[config.mk]
export PLATFORM = sky130hd
export DESIGN_NAME = dma_chain_channel
export DESIGN_NICKNAME = d
export VERILOG_FILES = /design/src/rtl/dma_chain_pkg.sv /design/src/rtl/dma_reg_decode.sv /design/src/rtl/dma_chan_flags.sv /design/src/rtl/dma_ptr_engine.sv /design/src/rtl/dma_chain_channel.sv
export SDC_FILE = /design/constraint.sdc
export NUM_CORES = 1
export LEC_CHECK = 0
export BUFFER_PORTS_ARGS = -buffer_cell sky130_fd_sc_hd__buf_4
export CORE_MARGIN = 2
export CORE_UTILIZATION = 45
export CTS_CLUSTER_DIAMETER = 200
export CTS_CLUSTER_SIZE = 16
export DETAILED_ROUTE_END_ITERATION = 6
export PLACE_DENSITY_LB_ADDON = 0.12
export SLEW_MARGIN = 10
export SYNTH_ARGS = -nofsm -noshare
export SYNTH_HDL_FRONTEND = slang
export SYNTH_SLANG_ARGS = --single-unit
[constraint.sdc]
create_clock -name clk -period 8.1 [get_ports clk]
set_clock_uncertainty 0.2 [all_clocks]
set_input_delay 1.215 -clock clk [delete_from_list [all_inputs] [get_ports clk]]
set_output_delay 1.215 -clock clk [all_outputs]
set_load 0.05 [all_outputs]
[src/rtl/dma_chain_pkg.sv]
package dma_chain_pkg;
  localparam int CMD_RUN   = 16;
  localparam int CMD_CHAIN = 17;
  localparam int CMD_D2M   = 18;
  localparam int CMD_CLRD  = 19;
  localparam int CMD_RST   = 20;

  localparam int ST_RUN    = 24;
  localparam int ST_CHAIN  = 25;
  localparam int ST_DONE   = 27;
  localparam int ST_D2M    = 18;

  localparam int NREG      = 6;

  typedef enum logic [2:0] {
    R_CTRL = 3'd0, R_NEXT = 3'd1, R_LIM = 3'd2,
    R_START = 3'd3, R_STOP = 3'd4, R_INIT = 3'd5
  } reg_idx_e;

  typedef struct packed {
    logic run;
    logic chain;
    logic d2m;
    logic done;
  } chan_flags_t;
endpackage

[src/rtl/dma_reg_decode.sv]
module dma_reg_decode
  import dma_chain_pkg::*;
#(
  parameter int ADDR_W = 16
) (
  input  logic [ADDR_W-1:0] addr,
  input  logic [1:0]        size,
  output logic [NREG-1:0]   sel
);
  localparam logic [1:0] WORD = 2'b10;
  localparam logic [ADDR_W-1:0] OFFS [NREG] = '{
    ADDR_W'(16'h0000), ADDR_W'(16'h4000), ADDR_W'(16'h4004),
    ADDR_W'(16'h4008), ADDR_W'(16'h400C), ADDR_W'(16'h4200)
  };

  for (genvar i = 0; i < NREG; i++) begin : g_sel
    assign sel[i] = (size == WORD) && (addr == OFFS[i]);
  end
endmodule

[src/rtl/dma_chan_flags.sv]
module dma_chan_flags
  import dma_chain_pkg::*;
(
  input  logic        clk,
  input  logic        rst_n,
  input  logic        cmd_wr,
  input  logic [4:0]  cmd,
  input  logic        done_ev,
  output chan_flags_t flags
);
  chan_flags_t nxt;

  always_comb begin
    nxt = flags;
    if (done_ev) begin
      nxt.done  = 1'b1;
      nxt.run   = flags.chain;
      nxt.chain = 1'b0;
    end
    if (cmd_wr) begin
      if (cmd[CMD_RUN-16])   nxt.run   = 1'b1;
      if (cmd[CMD_CHAIN-16]) nxt.chain = 1'b1;
      if (cmd[CMD_D2M-16])   nxt.d2m   = 1'b1;
      if (cmd[CMD_CLRD-16])  nxt.done  = 1'b0;
      if (cmd[CMD_RST-16])   nxt = '0;
    end
  end

  always_ff @(posedge clk or negedge rst_n) begin
    if (!rst_n) flags <= '0;
    else        flags <= nxt;
  end
endmodule

[src/rtl/dma_ptr_engine.sv]
module dma_ptr_engine
  import dma_chain_pkg::*;
#(
  parameter int DATA_W     = 32,
  parameter int BEAT_BYTES = 4
) (
  input  logic              clk,
  input  logic              rst_n,
  input  logic [NREG-1:0]   wsel,
  input  logic [DATA_W-1:0] wdata,
  input  logic              beat,
  input  logic              chain,
  output logic              done_ev,
  output logic [DATA_W-1:0] next_q,
  output logic [DATA_W-1:0] lim_q,
  output logic [DATA_W-1:0] start_q,
  output logic [DATA_W-1:0] stop_q,
  output logic [DATA_W-1:0] init_q
);
  localparam logic [DATA_W-1:0] STEP = DATA_W'(BEAT_BYTES);
  logic [DATA_W-1:0] adv;

  assign adv     = next_q + STEP;
  assign done_ev = beat && (adv == lim_q);

  always_ff @(posedge clk or negedge rst_n) begin
    if (!rst_n) begin
      next_q <= '0; lim_q <= '0; start_q <= '0; stop_q <= '0; init_q <= '0;
    end else begin
      if (done_ev && chain) begin
        next_q <= start_q;
        lim_q  <= stop_q;
      end else if (beat) begin
        next_q <= adv;
      end
      if (wsel[R_NEXT])  next_q  <= wdata;
      if (wsel[R_LIM])   lim_q   <= wdata;
      if (wsel[R_START]) start_q <= wdata;
      if (wsel[R_STOP])  stop_q  <= wdata;
      if (wsel[R_INIT])  init_q  <= wdata;
    end
  end
endmodule

[src/rtl/dma_chain_channel.sv]
module dma_chain_channel
  import dma_chain_pkg::*;
#(
  parameter int ADDR_W     = 16,
  parameter int DATA_W     = 32,
  parameter int BEAT_BYTES = 4
) (
  input  logic              clk,
  input  logic              rst_n,
  input  logic              reg_wr,
  input  logic [1:0]        reg_size,
  input  logic [ADDR_W-1:0] reg_addr,
  input  logic [DATA_W-1:0] reg_wdata,
  output logic [DATA_W-1:0] reg_rdata,
  output logic              mem_valid,
  input  logic              mem_ready,
  output logic [DATA_W-1:0] mem_addr,
  output logic              mem_dir,
  output logic              irq
);
  logic [NREG-1:0]   sel, wsel;
  chan_flags_t       flags;
  logic              beat, done_ev;
  logic [DATA_W-1:0] next_q, lim_q, start_q, stop_q, init_q, status;
  logic              run_q;

  dma_reg_decode #(.ADDR_W(ADDR_W)) u_dec (
    .addr(reg_addr), .size(reg_size), .sel(sel)
  );

  assign wsel = reg_wr ? sel : '0;

  dma_chan_flags u_flags (
    .clk(clk), .rst_n(rst_n), .cmd_wr(wsel[R_CTRL]),
    .cmd(reg_wdata[CMD_RST:CMD_RUN]), .done_ev(done_ev), .flags(flags)
  );

  dma_ptr_engine #(.DATA_W(DATA_W), .BEAT_BYTES(BEAT_BYTES)) u_eng (
    .clk(clk), .rst_n(rst_n), .wsel(wsel), .wdata(reg_wdata),
    .beat(beat), .chain(flags.chain), .done_ev(done_ev),
    .next_q(next_q), .lim_q(lim_q), .start_q(start_q),
    .stop_q(stop_q), .init_q(init_q)
  );

  assign run_q     = flags.run;
  assign mem_valid = flags.run && (next_q != lim_q);
  assign beat      = mem_valid && mem_ready;
  assign mem_addr  = next_q;
  assign mem_dir   = flags.d2m;
  assign irq       = flags.done;

  always_comb begin
    status           = '0;
    status[ST_RUN]   = flags.run;
    status[ST_CHAIN] = flags.chain;
    status[ST_DONE]  = flags.done;
    status[ST_D2M]   = flags.d2m;
  end

  always_comb begin
    reg_rdata = '0;
    unique case (1'b1)
      sel[R_CTRL]:  reg_rdata = status;
      sel[R_NEXT]:  reg_rdata = next_q;
      sel[R_LIM]:   reg_rdata = lim_q;
      sel[R_START]: reg_rdata = start_q;
      sel[R_STOP]:  reg_rdata = stop_q;
      sel[R_INIT]:  reg_rdata = init_q;
      default:      reg_rdata = '0;
    endcase
  end
endmodule

**Word level (Yosys, flattened, before mapping)**

Index checks and enable logic that the tools add are counted.
Widths: inputs -> output; s select.

- Input bits: 54
- Word-level logic and storage cells: 48
- Bits in writable memories: 0
- Output and inout bits: 67
- Bits in latches: 0
- Bits in registers: 164
- Memory bits (read-only): 0
- Memories: 0

- Bitwise logic cells: 0
- Magnitude comparators: 0
- $add $sub $neg: 1
- Reduce and logical (&&, ||, !) cells: 15
- Multiply operators: 0
- Mux-type cells: 15
- Divide/modulo/power cells: 0
- Equality and inequality tests: 8
- Shift-type cells: 0

Operators with widths:

| kind | count |
|---|---|
| $pmux 32 s6 | 1 |
| $mux 32 | 5 |
| $eq 16x15->1 const B | 5 |
| $add 32x3->32 const B | 1 |
| $eq 32x32->1 | 1 |
| $ne 32x32->1 | 1 |
| $logic_not 16->1 | 1 |
| $logic_and 1x1->1 | 10 |
| $mux 4 | 2 |
| $mux 6 | 1 |
| $mux 1 | 5 |
| $reduce_bool 2->1 | 2 |
| $reduce_bool 3->1 | 1 |
| $eq 2x2->1 const B | 1 |
| $mux 2 | 1 |
| $reduce_and 2->1 | 1 |

**Depth between registers and ports, before layout**

Gate-level depths: netlist (run 1).

- Depth after elaboration: 8
- Mapped depth: 14
- Mapped depth without buffers: 10

**Modules after synthesis**

A second synthesis (run 1) with hierarchy kept.

- Cells, all modules: 1,184
- Area total of the unflattened synthesis: 11,308.3 um^2

By module, submodules not included:

| module | cells each | area each (um^2) | seq. area each (um^2) | instances |
|---|---|---|---|---|
| dma_ptr_engine | 980 | 9,778.1 | 4,003.8 | 1 |
| dma_chain_channel | 171 | 1,188.6 | 0.0 | 1 |
| dma_reg_decode | 19 | 180.2 | 0.0 | 1 |
| dma_chan_flags | 14 | 161.4 | 100.1 | 1 |

**Worst setup path before layout (run 1)**

OpenSTA, ideal clock, no wires.

- Path kind: input to output
- Start point: input port reg_addr[7]
- End point: output port reg_rdata[24]
- Arrival: 3.620 ns
- Path slack: 3.065 ns
- Path buffers: 0
- Stages on the path: 5
- Required time: 6.685 ns
- Cell sequence: nor4b_1 -> nand3b_1 -> nor3_1 -> a221oi_1 -> o21ai_0

- Word-level cells in the longest chain between the ends: 3
- Elaborated cells between the ends (all ways): 13
- Classes of those cells: eq/ne (5); mux (1); reduce/logical (7)

RTL lines:

| element | RTL line | source |
|---|---|---|
| start, declared | dma_chain_channel.sv:12 | `input logic [ADDR_W-1:0] reg_addr,` |
| $eq 16x15->1 or $logic_not 16->1 (tied branches) | dma_reg_decode.sv:17 | `assign sel[i] = (size == WORD) && (addr == OFFS[i]);` |
| $logic_and 1x1->1 | dma_reg_decode.sv:17 |  |
| $pmux 32 s6 (*) | dma_chain_channel.sv:62 | `unique case (1'b1)` |
| end, declared | dma_chain_channel.sv:14 | `output logic [DATA_W-1:0] reg_rdata,` |

Mark *: on every way between the ends. The rest lies on a longest branch, timed or not.

**Worst setup path after layout (run 1)**

- Start point: input port reg_addr[10]
- End point: output port reg_rdata[20]

Same word-level chain as after synthesis.

==> impl_metrics.ini, run 1 <==
[detailed_routing]
drt-vias-per-instance = 6.17
drcViolationCount = 0
wire_per_inst_um = 24.1
ant_nets = 0
route.vias.total = 8428
firstDrtPassIters = 5
drtIter0Drc = 635
routed_wl_um = 32800

[min_path]
hp-start = u_eng.init_q[10]
holdPathEnd = u_eng.init_q[10]
hold_path.class = flip-flop to flip-flop
whs_path_depth = 1

[setup_path]
path_max_fanout = 26
timing.rr.end = u_eng.next_q[0]
rrSetupSlack_ps = 3660
worstSetupPathType = primary input to primary output
reg2reg_depth = 10
critPathLaunchType = primary input
end_kind = primary output
crit_arrival_ps = 3740
regToRegStartpoint = u_eng.next_q[9]
cp.required_ps = 6680

[logic_synthesis]
synth-seq-area-share = 0.406
syn_area_mm2 = 0.0101
synth_cells = 1000
yosysTopAreaCell = dfrtp_1
synth_top_area_share = 0.406
synth_edf_count = 0
synth.avg_cell_area_um2 = 10.1
ys_async_sr_fraction = 1.00
synth_most_common_cell = dfrtp_1
synth_cell_types = 69
yosys_most_used_dff = dfrtp_1
synth_fp_nets = 1055
yosys-top-cells-area = dfrtp_1 (41%), mux2i_1 (11%), mux2_2 (8.1%)
yosys_warnings = 0
synth-seq-cells = 164
yosys-top-cells-count = dfrtp_1 (164), mux2i_1 (114), mux2_2 (73)

[power]
ir_worst_vdd_mv = 0.124
p_switching_mw = 0.453
p_sw_frac = 0.259
comb_power_share = 0.040
power.density_mw_per_mm2 = 148
seqPwrFrac = 0.468
p_int_mw = 1.29
clkPwrFrac = 0.492
leakage_nw = 5.83

[sta]
worst_slew_pin_slew_ps = 1250
maxSlewViolCount = 0
fin_ws_ps = 2950
fin_setup_tns_ps = 0
finalHoldViolations = 0
relSlewSlack = 0.163
period_share = 0.636
max_freq_ghz = 0.194
setup_viol_count_final = 0
layout_min_cycle_time_ps = 5150
rsz0062_at_grt = no

[finish]
syn_to_final_growth_pct = 16.6
drive_gt1_frac = 0.235
nets = 1127
antenna_cells = 0
nFillCells = 2021

[floorplan]
row_count = 54
ios = 121
core-area_mm2 = 0.0220
die_w_um = 154
dieArea_mm2 = 0.0237
start_util = 0.460
die_h_um = 154

[global_routing]
grt_util_all_layers = 0.281
grt_pass1_vias = 8374
antenna_found_initial = 0
grt_max_degree = 104
grt_pass1_wl_um = 50800
grt_remaining_overflow = 0

[clocking]
cts_tree = built
cts_buffers = 17
cts_max_level = 4
post-cts-setup-buffer-count = 0
clock-sinks = 164
clk_latency_ps = 440
path_clk_slew_ps = 80
cts_resized = 0
clockBufferDepth = 2
clockRootBuffer = clkbuf_16
cts_hold_buf = 0

[placement]
port_buffers = 120
place.gp.congestion = 0.978
dp_hpwl_um = 22800
post-place-ws_ps = 2960

[outcome]
status = completed

[flow_run]
cap_violations = 0
[cells in the final DEF (no fill, tap or decap), types with 4 or more instances in the layout]
| cell type | instances |
|---|---|
| o21ai_0 | 9 |
| buf_4 | 137 |
| or3_1 | 9 |
| nor2b_1 | 6 |
| o221ai_1 | 24 |
| clkbuf_16 | 17 |
| dfrtp_1 | 164 |
| and3_1 | 8 |
| o21a_1 | 4 |
| nor2_1 | 56 |
| mux2_1 | 24 |
| a222oi_1 | 5 |
| o211ai_1 | 5 |
| clkinv_8 | 7 |
| nor3_1 | 11 |
| a22o_1 | 4 |
| and2_1 | 6 |
| inv_1 | 16 |
| nand4_1 | 21 |
| xor2_1 | 21 |
| o22ai_1 | 5 |
| mux2i_1 | 114 |
| nand2_1 | 58 |
| nand3_1 | 22 |
| and4_1 | 8 |
| xnor2_1 | 52 |
| a22oi_1 | 33 |
| a21oi_1 | 41 |
| nand3b_1 | 4 |
| nand2b_1 | 10 |
| o21ai_1 | 31 |
| o2111ai_1 | 6 |
| mux2_2 | 73 |
| nor4_1 | 16 |
[state kept, by name (all words and copies together), names as in the netlist]
signal	count
u_eng.init_q	32
u_eng.lim_q	32
u_eng.next_q	32
u_eng.start_q	32
u_eng.stop_q	32
u_flags.flags	4
[logic make-up (layout without fill, tap and decap cells)]
logic type | count (synthesis) | after routing | share of synthesized area
adders and majority gates | 1 | 1 | 0.00124
buffers and inverters | 101 | 186 | 0.0421
DFF | 164 | 164 | 0.406
AOI/OAI and AO/OA | 193 | 193 | 0.132
muxes | 212 | 212 | 0.223
xor gates and xnor gates | 73 | 73 | 0.0633
and+or+nand+nor | 256 | 256 | 0.132
[routing by layer]
layer,vias to the layer above,global-route usage,part of all wire
li1,3851,-,-
met1,4239,0.397,0.46
met2,300,0.441,0.45
met3,38,0.0589,0.065
met4,0,0.0797,0.020
met5,-,0,0
[critical path: stages]
cell and delay, ps:
buf_4 110, nor4_1 270, nand2_1 180, or3_1 390, buf_4 280, nor2_1 640
a222oi_1 310, nand2_1 130, buf_4 200
[power by group through the flow]
| stage | Sequential, mW | Combinational [mW] | Clock [mW] |
|---|---|---|---|
| floorplan | 0.835 | 0.0164 | 0 |
| global placement | 0.834 | 0.0709 | 0 |
| detailed placement | 0.834 | 0.0712 | 0 |
| CTS | 0.818 | 0.0712 | 0.875 |
| global route | 0.818 | 0.0769 | 0.911 |
| finish | 0.818 | 0.0698 | 0.860 |
[area by class of cell]
class | count | area (um2) | area share
sequential | 164 | 4100 | 0.348
clock buffer | 17 | 425 | 0.0361
timing repair buffer | 138 | 1040 | 0.0883
inverter | 16 | 60.1 | 0.00510
multi-input combinational | 735 | 5580 | 0.474
tap | 280 | 350 | 0.0297
clock inverter | 15 | 213 | 0.0181
[how the worst max path moves through the flow]
stage / depth (start not counted) / endpoint / startpoint
finish: 9 / reg_rdata[20] / reg_addr[10]
global route: 9 / reg_rdata[24] / reg_addr[7]
CTS: 9 / reg_rdata[12] / reg_addr[7]
detailed placement: 9 / reg_rdata[12] / reg_addr[7]
global placement: 9 / reg_rdata[12] / reg_addr[7]
floorplan: 5 / reg_rdata[24] / reg_addr[7]
[through the flow]
stage          total power, mW  instance area (um2)  hold WS [ps]  utilization  instances
2_1_floorplan            0.851                10100           279            -       1000
3_3_place_gp             0.905                11100           287        0.507       1333
3_5_place_dp             0.906                11100           293        0.507       1333
4_1_cts                   1.76                11800           311        0.536       1365
5_1_grt                   1.81                11800           320        0.536       1365
6_report                  1.75                11800           312        0.536       1365
No activity file was read; power rests on OpenSTA's default activity.
==> run 2, diff against run 1 <==
Settings changed: ABC_AREA from default to 1.
Clock period 8.1 ns to 5.3 ns, I/O delays scaled along.
==> impl_metrics.ini, run 2 <==
[flow_run]
cap_violations = 0

[logic_synthesis]
yosys_warnings = 0
synth_top_family_by_area = simple AND/OR/NAND/NOR gates
synthAdderAreaFrac = 0.00122
synth_fp_nets = 1555
synth.avg_cell_area_um2 = 6.82
synth_cell_types = 33
syn_area_mm2 = 0.0102
synth_most_common_cell = nand2_1
synth_compound_gate_area_share = 0.166
yosys_most_used_dff = dfrtp_1
yosys-top-cells-count = nand2_1 (516), inv_1 (211), dfrtp_1 (164)
yosysTopAreaCell = dfrtp_1
ys_async_sr_fraction = 1.00
synth_cells = 1500
synth-simple-area-share = 0.294
synth.mux.area_fraction = 0
synth-seq-area-share = 0.401
synthXorXnorAreaFrac = 0.0274
synth_top_area_share = 0.401
yosys-top-cells-area = dfrtp_1 (40%), nand2_1 (19%), o21ai_0 (7.8%)
synth-seq-cells = 164
synth_edf_count = 0

[finish]
nets = 1646
final_common_cell = nand2_1
layout_common_cells = nand2_1 (513), inv_1 (211), dfrtp_1 (164)
antenna_cells = 0
stdcell_area_mm2 = 0.0119
drive_gt1_frac = 0.125
syn_to_final_growth_pct = 16.8
final_cells = 1889

[sta]
finalHoldViolations = 0
rsz0062_at_grt = no
fin_setup_tns_ps = 0
max_freq_ghz = 0.230
relSlewSlack = 0.385
layout_min_cycle_time_ps = 4340
period_share = 0.819
worst_slew_pin_slew_ps = 916
setup_viol_count_final = 0
maxSlewViolCount = 0

[detailed_routing]
drtIter0Drc = 920
routed_wl_um = 34100
drcViolationCount = 0
route.vias.total = 10300
ant_nets = 0
drt-vias-per-instance = 5.44
firstDrtPassIters = 5
wire_per_inst_um = 18.1

[clocking]
clockRootBuffer = clkbuf_16
post-cts-setup-buffer-count = 0
clk_latency_ps = 440
cts_resized = 0
cts_tree = built
path_clk_slew_ps = 60
clockBufferDepth = 2
cts_max_level = 4
clock-sinks = 164
cts_hold_buf = 0
cts_buffers = 17

[outcome]
status = completed

[floorplan]
die_w_um = 155
start_util = 0.454
row_count = 55
die_h_um = 155
dieArea_mm2 = 0.0239
core-area_mm2 = 0.0225
ios = 121

[global_routing]
grt_remaining_overflow = 0
grt_pass1_wl_um = 54400
grt_pass1_vias = 9836
antenna_found_initial = 0
grt_max_degree = 94
grt_util_all_layers = 0.293

[power]
comb_power_share = 0.206
seqPwrFrac = 0.421
ir_worst_vdd_mv = 0.210
p_sw_frac = 0.345
finalPower_mw = 3.33
clkPwrFrac = 0.373
p_int_mw = 2.19
leakage_nw = 5.98
power.density_mw_per_mm2 = 279
p_switching_mw = 1.15

[setup_path]
end_kind = primary output
cp.required_ps = 4300
worstSetupPathType = primary input to primary output
cp_cell_sequence = buf_4, nor2_1, inv_1, nor3_1, inv_1, nor4_1, nand3_1, clkinv_1, buf_4, a211o_1, nand2_1, inv_1, buf_4
slowest_delay_ps = 530
critPathLaunchType = primary input
path_max_fanout = 21
crit_arrival_ps = 3350
rrSetupSlack_ps = 1420
slowest_stage = clkinv_1

[min_path]
hold_path.class = primary input to asynchronous set/reset pin

[placement]
port_buffers = 120
place.gp.congestion = 0.936
numPlacedInstances = 1857
dp_hpwl_um = 22900
placed_area_mm2 = 0.0114
-- run 2: cell count changes after synthesis, moves of 24 or more --
cell / previous run / this run
o21ai_0: 9 / 160
a211o_1: 2 / 28
o221ai_1: 24 / 0
a22oi_1: 33 / 0
inv_1: 16 / 211
mux2_1: 24 / 0
o22ai_1: 5 / 61
mux2_2: 73 / 0
mux2i_1: 114 / 0
nand2_1: 59 / 516
nand3_1: 22 / 66
a21oi_1: 41 / 10
xnor2_1: 52 / 10
-- run 2: kinds of logic after synthesis --
logic type,Yosys count
AO/OA/AOI/OAI,299
XOR/XNOR,32
adder cells (fa/ha/maj),1
buffers and inverters,286
flip-flops,164
AND/OR/NAND/NOR,718
-- run 2: final cells by class --
| type | instances | area (um2) |
|---|---|---|
| clock buffers | 19 | 453 |
| inverters | 217 | 815 |
| repair buffers | 141 | 1070 |
| clock inverters | 13 | 124 |
| flip-flops and latches | 164 | 4100 |
| multi-input cells | 1050 | 5020 |
| well taps | 285 | 357 |
| fillers | 2279 | 10600 |
-- run 2: critical path, delay by kind of cell --
family	cells	cell delay [ps]
simple gates	5	960
buf+inv	7	1400
compound gates	1	180
-- run 2: path summary, 6_finish.rpt --
check,from,to,cells after the start
min in group clk,u_eng.init_q[9],u_eng.init_q[9],2
min reg2reg,u_eng.init_q[9],u_eng.init_q[9],2
max in group asynchronous,rst_n,u_eng.start_q[18],2
min,rst_n,u_eng.init_q[1],1
max reg2reg,u_eng.next_q[3],u_eng.lim_q[13],16
max,reg_addr[11],reg_rdata[7],13
-- run 2: per-stage QoR --
step           hold WS [ps]   util  worst slack, ps
4_1_cts                 289  0.531             1040
2_1_floorplan           253      -             1520
6_report                264  0.531              959
5_1_grt                 310  0.531              839
3_5_place_dp            273  0.505             1050
3_3_place_gp            267  0.505             1160
-- run 2: power by group through the flow --
| stage | combinational (mW) | sequential [mW] | clock (mW) |
|---|---|---|---|
| floorplan | 0.296 | 1.55 | 0 |
| global placement | 0.676 | 1.43 | 0 |
| detailed placement | 0.682 | 1.43 | 0 |
| CTS | 0.686 | 1.40 | 1.25 |
| global route | 0.753 | 1.41 | 1.31 |
| finish | 0.686 | 1.41 | 1.24 |
-- run 2: routing by layer --
layer | global-route usage | wire [um] | part of all wire | vias up
li1 | - | - | - | 5013
met1 | 0.403 | 15400 | 0.45 | 4820
met2 | 0.481 | 15800 | 0.46 | 398
met3 | 0.0401 | 2180 | 0.064 | 53
met4 | 0.0935 | 753 | 0.022 | 0
met5 | 0 | 0 | 0 | -
